File: config.mk
export PLATFORM = sky130hd
export DESIGN_NAME = lane_drive_resolver
export DESIGN_NICKNAME = d
export VERILOG_FILES = /design/src/rtl/ldr_pkg.sv /design/src/rtl/ldr_req_max.sv /design/src/rtl/ldr_level_clamp.sv /design/src/rtl/ldr_slot_reg.sv /design/src/rtl/lane_drive_resolver.sv
export SDC_FILE = /design/constraint.sdc
export NUM_CORES = 1
export LEC_CHECK = 0
export BUFFER_PORTS_ARGS = -buffer_cell sky130_fd_sc_hd__buf_2
export CAP_MARGIN = 20
export CORE_MARGIN = 3
export CORE_UTILIZATION = 40
export CTS_BUF_LIST = sky130_fd_sc_hd__clkbuf_4
export CTS_CLUSTER_SIZE = 16
export DETAILED_ROUTE_END_ITERATION = 12
export GPL_TIMING_DRIVEN = 0
export HOLD_SLACK_MARGIN = 0.08
export PLACE_DENSITY = 0.72
export SLEW_MARGIN = 20
export SYNTH_ARGS = -nofsm -noshare
export SYNTH_HDL_FRONTEND = slang
export SYNTH_SLANG_ARGS = --single-unit
File: constraint.sdc
create_clock -name clk -period 1.6 [get_ports clk]
set_input_delay 0.32 -clock clk [delete_from_list [all_inputs] [get_ports clk]]
set_output_delay 0.32 -clock clk [all_outputs]
set_load 0.05 [all_outputs]
File: src/rtl/ldr_pkg.sv
package ldr_pkg;
  localparam int SW_W    = 2;
  localparam int PE_W    = 2;
  localparam int NIB_W   = SW_W + PE_W;
  localparam int LVL_SUM = 3;
  localparam int BYTE_W  = 8;

  typedef struct packed {
    logic [1:0]      rsvd;
    logic            pe_hit;
    logic [PE_W-1:0] pe;
    logic            sw_hit;
    logic [SW_W-1:0] sw;
  } drive_set_t;
endpackage

File: src/rtl/ldr_req_max.sv
module ldr_req_max
  import ldr_pkg::*;
#(
  parameter int LANES = 4,
  localparam int CNT_W = $clog2(LANES + 1)
) (
  input  logic [LANES*NIB_W-1:0] req_nibbles,
  input  logic [CNT_W-1:0]       active_lanes,
  output logic [SW_W-1:0]        sw_peak,
  output logic [PE_W-1:0]        pe_peak
);
  logic [SW_W-1:0] lane_sw [LANES];
  logic [PE_W-1:0] lane_pe [LANES];
  logic [LANES-1:0] lane_on;

  for (genvar g = 0; g < LANES; g++) begin : g_lane
    assign lane_sw[g] = req_nibbles[g*NIB_W +: SW_W];
    assign lane_pe[g] = req_nibbles[g*NIB_W + SW_W +: PE_W];
    assign lane_on[g] = (CNT_W'(g) < active_lanes);
  end

  always_comb begin
    sw_peak = '0;
    pe_peak = '0;
    for (int i = 0; i < LANES; i++) begin
      if (lane_on[i] && (lane_sw[i] > sw_peak)) sw_peak = lane_sw[i];
      if (lane_on[i] && (lane_pe[i] > pe_peak)) pe_peak = lane_pe[i];
    end
  end
endmodule

File: src/rtl/ldr_level_clamp.sv
module ldr_level_clamp
  import ldr_pkg::*;
(
  input  logic [SW_W-1:0] sw_peak,
  input  logic [PE_W-1:0] pe_peak,
  input  logic [SW_W-1:0] swing_ceiling,
  output drive_set_t      setting
);
  logic [SW_W-1:0] sw_lim;
  logic            sw_hit;
  logic [PE_W-1:0] pe_ceiling;

  always_comb begin
    sw_hit = (sw_peak >= swing_ceiling);
    sw_lim = sw_hit ? swing_ceiling : sw_peak;
    pe_ceiling = PE_W'(LVL_SUM) - PE_W'(sw_lim);
    setting.rsvd   = '0;
    setting.sw     = sw_lim;
    setting.sw_hit = sw_hit;
    setting.pe_hit = (pe_peak >= pe_ceiling);
    setting.pe     = setting.pe_hit ? pe_ceiling : pe_peak;
  end
endmodule

File: src/rtl/ldr_slot_reg.sv
module ldr_slot_reg
  import ldr_pkg::*;
#(
  parameter int LANES = 4
) (
  input  logic                    clk,
  input  logic                    rst_n,
  input  logic                    load,
  input  logic                    clear,
  input  drive_set_t              setting,
  output logic [LANES*BYTE_W-1:0] lane_bytes,
  output logic                    result_valid
);
  logic            slot_en;
  logic [BYTE_W-1:0] slot_d;
  logic            valid_d;

  always_comb begin
    slot_en = load | clear;
    slot_d  = clear ? '0 : setting;
    valid_d = load & ~clear;
  end

  for (genvar g = 0; g < LANES; g++) begin : g_slot
    always_ff @(posedge clk or negedge rst_n) begin
      if (!rst_n)       lane_bytes[g*BYTE_W +: BYTE_W] <= '0;
      else if (slot_en) lane_bytes[g*BYTE_W +: BYTE_W] <= slot_d;
    end
  end

  always_ff @(posedge clk or negedge rst_n) begin
    if (!rst_n) result_valid <= 1'b0;
    else        result_valid <= valid_d;
  end
endmodule

File: src/rtl/lane_drive_resolver.sv
module lane_drive_resolver
  import ldr_pkg::*;
#(
  parameter int LANES = 4,
  localparam int CNT_W = $clog2(LANES + 1)
) (
  input  logic                    clk,
  input  logic                    rst_n,
  input  logic                    calc_req,
  input  logic                    clr_req,
  input  logic [LANES*NIB_W-1:0]  req_nibbles,
  input  logic [CNT_W-1:0]        active_lanes,
  input  logic [SW_W-1:0]         swing_ceiling,
  output logic [LANES*BYTE_W-1:0] lane_bytes,
  output logic                    result_valid
);
  logic [SW_W-1:0] sw_peak;
  logic [PE_W-1:0] pe_peak;
  drive_set_t      setting;

  ldr_req_max #(.LANES(LANES)) u_max (
    .req_nibbles (req_nibbles),
    .active_lanes(active_lanes),
    .sw_peak     (sw_peak),
    .pe_peak     (pe_peak)
  );

  ldr_level_clamp u_clamp (
    .sw_peak      (sw_peak),
    .pe_peak      (pe_peak),
    .swing_ceiling(swing_ceiling),
    .setting      (setting)
  );

  ldr_slot_reg #(.LANES(LANES)) u_slots (
    .clk         (clk),
    .rst_n       (rst_n),
    .load        (calc_req),
    .clear       (clr_req),
    .setting     (setting),
    .lane_bytes  (lane_bytes),
    .result_valid(result_valid)
  );
endmodule

==> results of run 1 <==
repair_timing:
action / CTS / global route
setup endpoints to repair: 6 / 6
gates cloned: 0 / 0
buffers inserted: 45 / 11
endpoints found under the hold margin: 7 / 0
pin swaps: 26 / 25
resized for setup: 27 / 25
hold buffers: 1 / 0
logic make-up after synthesis:
logic type | after synthesis
simple gates | 36
buf+inv | 41
mux | 3
compound gates | 34
flops | 7
fa+ha+maj | 15
other cells | 1
how the worst max path moves through the flow:
stage,cells after the start,slack (ns),from,to
6_report,24,-2.84,active_lanes[0],u_slots.lane_bytes[13]
5_1_grt,26,-3.02,active_lanes[0],u_slots.lane_bytes[13]
4_1_cts,25,-2.60,active_lanes[2],u_slots.lane_bytes[13]
3_5_place_dp,23,-3.10,active_lanes[2],u_slots.lane_bytes[13]
3_3_place_gp,24,-2.98,active_lanes[1],u_slots.lane_bytes[13]
2_1_floorplan,23,-2.61,active_lanes[0],u_slots.lane_bytes[13]
routing by layer:
| layer | track usage | vias to the layer above |
|---|---|---|
| li1 | - | 677 |
| met1 | 0.219 | 683 |
| met2 | 0.438 | 87 |
| met3 | 0.0285 | 22 |
| met4 | 0.110 | 0 |
| met5 | 0 | - |
layout make-up:
type / instances / area (µm²) / area share
plain buffers: 27 / 199 / 0.0909
repair buffers: 101 / 709 / 0.324
multi-input cells: 96 / 982 / 0.449
well taps: 30 / 37.5 / 0.0172
flip-flops and latches: 7 / 175 / 0.0800
inverters: 14 / 55.1 / 0.0252
clock buffers: 4 / 30.0 / 0.0137
synthesized netlist by cell type (all sizes together), types with 4 or more instances:
cell type / count
a21oi: 4
buf: 26
dfrtp: 7
ha: 15
inv: 14
nand2: 8
nor2: 12
nor2b: 5
o211ai: 7
cells in the final DEF, fill, tap and decap left out, types with 2 or more instances in the layout:
cell and count:
a21o_1 2, dfrtp_1 7, o21a_1 2, buf_2 45, buf_6 11, a21oi_2 2, ha_4 8, inv_1 11
buf_4 68, ha_1 6, nor2b_1 2, o211ai_1 7, conb_1 8, inv_2 2, mux2i_1 3, nand2_1 3
nand2_4 4, nor2_1 8, nor2_4 2, nor2_2 2, nand2b_1 3, clkbuf_4 4, nor2b_4 3
registers in the layout, indices dropped and copies added, names as in the netlist:
name,flops
u_slots.lane_bytes,6
u_slots.result_valid,1
through the flow:
stage                     total power, µW  hold WS, ns  cells  area, µm²
after floorplan                      1130       0.0244    144       1220
after global placement               1310        0.159    222       1500
after detailed placement             1340        0.166    222       1500
after CTS                            1850        0.274    269       1990
after global routing                 2240        0.283    279       2190
final                                2140        0.288    279       2190
power groups by stage:
stage	clock [µW]	combinational [µW]	sequential (µW)
floorplan	0	801	324
global placement	0	1070	234
detailed placement	0	1100	238
CTS	187	1430	234
global route	200	1800	239
finish	188	1720	235
==> flow_metrics.py, run 1 <==
metrics = {
    "critical_path": {
        "path_max_fanout": 5,
        "worstPathCellList": "buf_6, or3_4, nand2_4, ha_4, nor2b_1, o21a_1, buf_4, o21ai_0, ha_1, nor2b_4, o211ai_1, buf_4, o211ai_1, and2_1, ha_1, nand2_1, o211a_4, nand2_4, o21ai_4, ha_4, a21o_1, a31oi_2, nor3_1, a221o_1",
        "arrival_ns": 4.58,
        "crit_buf_inv": 3,
        "r2r_start": "u_slots.lane_bytes[13]",
        "rrSetupSlack_ns": 0.73,
        "crit_type": "primary input to register",
        "slowest_delay_ns": 0.45,
        "slowest_stage": "or3_4",
        "rr_worst_depth": 1,
        "crit_path_start_kind": "primary input",
        "required_ns": 1.74,
        "path_delay_family": "compound AO/OA/AOI/OAI gates",
        "r2r-end": "u_slots.lane_bytes[13]",
        "worst_setup_path_end_kind": "register",
    },
    "yosys": {
        "synthSimpleGateAreaFrac": 0.169,
        "synth_top_area_frac": 0.174,
        "synth-xor-area-share": 0,
        "synth_area_leaders": "buf_4 (17%), ha_1 (17%), dfrtp_1 (16%), inv_1 (4.7%), o211ai_1 (4.7%)",
        "synth_compound_area_frac": 0.253,
        "syn_inst": 137,
        "ys_seq_area_frac": 0.156,
        "syn_avg_cell_area_um2": 8.17,
        "yosysWarnings": 0,
        "synth_edf_count": 0,
        "synth_top_cell_by_area": "buf_4",
        "synth_top_family_by_area": "compound AO/OA/AOI/OAI gates",
        "ys_async_sr_fraction": 1.00,
        "ys_ff_latch": 7,
        "synthAdderAreaFrac": 0.168,
        "yosys.cell_types.count": 38,
        "synth-main-ff-cell": "dfrtp_1",
        "syn_area_mm2": 0.00112,
        "synth_mux_area_frac": 0.0268,
    },
    "routing": {
        "ant_nets": 0,
        "vias_per_cell": 5.27,
        "wl_met3_um": 345,
        "wl_per_cell_um": 16.9,
        "via_count": 1469,
        "drcViolationCount": 0,
        "drtPass1Iterations": 4,
        "top_layer": "met4",
        "met1_length_um": 1650,
        "wl_met2_um": 2560,
        "drt_iter0_drc": 56,
        "drt-total-wl_um": 4720,
    },
    "global_routing": {
        "antenna_found_initial": 0,
        "grt_max_degree": 8,
        "grt_pass1_vias": 1364,
        "grt_pass1_wl_um": 5910,
        "grt_remaining_overflow": 0,
        "grt.total_usage": 0.221,
    },
    "hold_path": {
        "hold_class": "primary input to register",
        "holdPathEnd": "u_slots.lane_bytes[10]",
        "hold_start": "clr_req",
        "hold_depth": 2,
    },
    "power_and_ir_drop": {
        "p_switching_uw": 1050,
        "p_clk_frac": 0.088,
        "peakVddDrop_mv": 1.03,
        "p_per_area_mw_per_mm2": 978,
        "power_frac_seq": 0.110,
        "intPower_uw": 1090,
        "p_sw_frac": 0.489,
        "p_leak_uw": 0.00119,
        "pwr-share-comb": 0.802,
    },
    "sta": {
        "fin_worst_skew_ns": 0,
        "worst_slack_ns": -2.84,
        "setup_viol": 6,
        "fin_crit_sh": 2.78,
        "final-hold-violation-count": 0,
        "fmax_mhz": 225,
        "grt_setup_unrepaired": "yes",
        "finalCriticalPeriod_ns": 4.44,
        "slew_viol_final": 0,
        "tns_ns": -15.28,
    },
    "clock_network": {
        "clk_pin_slew_ns": 0.06,
        "cts_htree_levels": 1,
        "cts_buffers": 3,
        "cts_tree": "yes",
        "clk_latency_ns": 0.26,
        "cts_sinks": 7,
        "clock-root-buffer": "clkbuf_4",
        "cts_buffer_depth": 2,
    },
    "outcome": {
        "status": "finished with violations",
        "violations": "negative setup slack",
    },
    "final_layout": {
        "final_util": 0.852,
        "area_growth_pct": 95.4,
        "drive_above_1_share": 0.687,
        "num-nets-final": 290,
        "antenna_cells": 0,
        "nFillCells": 143,
    },
    "floorplan": {
        "die-area_mm2": 0.00347,
        "initial_core_util": 0.436,
        "die_w_um": 58.9,
        "rows": 18,
        "io_pins": 58,
        "coreArea_mm2": 0.00257,
        "die_h_um": 58.9,
    },
    "job": {
        "drv_cap": 0,
    },
    "place": {
        "hpwlAfterDp_um": 2230,
        "gp_congestion": 0.714,
        "dp_slack_ns": -3.10,
        "io_buffers": 48,
    },
}
Power figures use the tool's default switching activity.
==> run 2: changes to the inputs <==
--- a/config.mk
+++ b/config.mk
@@ -7,6 +7,7 @@
 export LEC_CHECK = 0
 export BUFFER_PORTS_ARGS = -buffer_cell sky130_fd_sc_hd__buf_2
 export CAP_MARGIN = 20
+export CORE_ASPECT_RATIO = 2
 export CORE_MARGIN = 3
 export CORE_UTILIZATION = 40
 export CTS_BUF_LIST = sky130_fd_sc_hd__clkbuf_4
==> flow_metrics.py, run 2 (synthesis results as in run 1) <==
metrics = {
    "critical_path": {
        "worst_setup_path_end_kind": "register",
        "r2r_start": "u_slots.lane_bytes[13]",
        "path_max_fanout": 5,
        "worst_path_most_repeated_cell": "ha_4",
        "slowest_stage": "or3_4",
        "required_ns": 1.75,
        "r2r-end": "u_slots.lane_bytes[13]",
        "rrSetupSlack_ns": 0.73,
        "crit_path_start_kind": "primary input",
        "rr_worst_depth": 1,
        "arrival_ns": 4.62,
        "slowest_delay_ns": 0.45,
        "crit_type": "primary input to register",
        "worstPathCellList": "buf_6, or3_4, nand2_4, ha_4, nor2b_4, o21a_1, nor2_1, a21o_1, inv_2, ha_4, nor2b_4, o211ai_1, mux2i_1, ha_1, nor2b_1, o211a_1, nand2_1, o21ai_2, ha_4, a21o_1, a31oi_2, nor3_1, a221o_1",
    },
    "sta": {
        "slew_viol_final": 0,
        "grt_setup_unrepaired": "yes",
        "fin_worst_skew_ns": 0,
        "setup_viol": 6,
        "finalCriticalPeriod_ns": 4.47,
        "fin_crit_sh": 2.79,
        "final-hold-violation-count": 0,
        "fmax_mhz": 224,
        "worst_slack_ns": -2.87,
    },
    "final_layout": {
        "antenna_cells": 0,
        "largest_reg_flops": 6,
        "multiInputGateArea_um2": 991,
        "regArea_um2": 175,
        "final_cell_mix": "buf_4 (68), buf_2 (45), buf_6 (14), inv_1 (10), ha_4 (10)",
        "nFillCells": 153,
        "design_area_mm2": 0.00221,
        "drive_above_1_share": 0.693,
        "regMostFlops": "u_slots.lane_bytes",
        "area_growth_pct": 97.0,
        "reg.largest.list": "u_slots.lane_bytes: 6 flops, u_slots.result_valid: 1 flops",
        "fin_cells": 279,
        "num-nets-final": 292,
        "final_common_cell": "buf_4",
    },
    "global_routing": {
        "grt_remaining_overflow": 0,
        "grt_max_degree": 8,
        "grt_pass1_vias": 1553,
        "grt.total_usage": 0.240,
        "antenna_found_initial": 0,
        "grt_pass1_wl_um": 6530,
    },
    "routing": {
        "vias_per_cell": 5.31,
        "wl_per_cell_um": 17.3,
        "drt-total-wl_um": 4830,
        "drt_iter0_drc": 25,
        "ant_nets": 0,
        "drtPass1Iterations": 4,
        "drcViolationCount": 0,
        "via_count": 1481,
    },
    "clock_network": {
        "cts_sinks": 7,
        "cts_tree": "yes",
        "clk_pin_slew_ns": 0.06,
        "cts_htree_levels": 1,
        "clock-root-buffer": "clkbuf_4",
        "cts_buffers": 3,
        "clk_latency_ns": 0.26,
        "cts_buffer_depth": 2,
    },
    "floorplan": {
        "coreArea_mm2": 0.00260,
        "die_h_um": 80.8,
        "io_pins": 58,
        "die_w_um": 43.4,
        "rows": 26,
        "die-area_mm2": 0.00351,
        "initial_core_util": 0.430,
    },
    "place": {
        "gp_congestion": 0.869,
        "dp.cells": 220,
        "hpwlAfterDp_um": 2510,
        "dpl_cell_area_mm2": 0.00150,
        "io_buffers": 48,
    },
    "power_and_ir_drop": {
        "p_clk_frac": 0.088,
        "intPower_uw": 1100,
        "pwr-share-comb": 0.802,
        "p_per_area_mw_per_mm2": 974,
        "p_leak_uw": 0.00119,
        "p_switching_uw": 1050,
        "p_sw_frac": 0.489,
        "power_frac_seq": 0.110,
        "peakVddDrop_mv": 0.563,
    },
    "hold_path": {
        "hold_class": "primary input to register",
        "hold_start": "clr_req",
        "holdPathEnd": "u_slots.lane_bytes[12]",
        "hold_depth": 2,
    },
    "outcome": {
        "violations": "negative setup slack",
        "status": "finished with violations",
    },
    "job": {
        "drv_cap": 0,
    },
}
-- run 2: area by class of cell --
class | count | area share
Tap cell | 28 | 0.0159
Inverter | 14 | 0.0238
Buffer | 27 | 0.0902
Multi-Input combinational cell | 96 | 0.449
Sequential cell | 7 | 0.0794
Clock buffer | 4 | 0.0136
Timing Repair Buffer | 103 | 0.328
-- run 2: per-layer routing --
metal,up-vias,share of wire,track usage
met1,704,0.32,0.197
met3,14,0.052,0.0222
met4,0,0.033,0.136
li1,684,-,-
met2,79,0.59,0.506
met5,-,0,0
-- run 2: worst max-delay path: cells and delay by family --
kind                     cells  cell delay (ns)
AO/OA/AOI/OAI                8             1.62
adder cells (fa/ha/maj)      4             0.92
buffers and inverters        2             0.15
multiplexers                 1             0.33
AND/OR/NAND/NOR              8             1.29
-- run 2: worst max path at each step --
stage                          startpoint                     end  slack [ns]  cells past startpoint
after floorplan           active_lanes[0]  u_slots.lane_bytes[13]       -2.61                     23
after global placement    active_lanes[1]  u_slots.lane_bytes[13]       -3.03                     24
after detailed placement  active_lanes[1]  u_slots.lane_bytes[13]       -3.18                     24
after CTS                 active_lanes[1]  u_slots.lane_bytes[13]       -2.58                     24
after global routing      active_lanes[0]  u_slots.lane_bytes[13]       -2.98                     25
final                     active_lanes[0]  u_slots.lane_bytes[13]       -2.87                     23
-- run 2: power by group through the flow --
| stage | logic [µW] | registers, µW | clock network, µW |
|---|---|---|---|
| floorplan | 801 | 324 | 0 |
| global placement | 1080 | 234 | 0 |
| detailed placement | 1110 | 238 | 0 |
| CTS | 1490 | 236 | 179 |
| global route | 1810 | 242 | 201 |
| finish | 1720 | 236 | 189 |
-- run 2: repair_timing --
action	4_1_cts	5_1_grt
gates resized for setup	36	18
cloned	0	0
buffers inserted	48	15
hold buffers	1	0
endpoints found under the setup margin	6	6
hold endpoints to repair	7	0
pin swaps	30	29
-- run 2: through the flow --
stage | setup WS, ns | setup TNS (ns) | total power, µW | hold WS [ns] | util
after floorplan | -2.61 | -13.64 | 1130 | 0.0244 | -
after global placement | -3.03 | -16.13 | 1310 | 0.156 | 0.576
after detailed placement | -3.18 | -16.82 | 1350 | 0.160 | 0.576
after CTS | -2.58 | -14.13 | 1900 | 0.278 | 0.789
after global routing | -2.98 | -16.70 | 2250 | 0.292 | 0.848
final | -2.87 | -15.84 | 2150 | 0.301 | 0.848
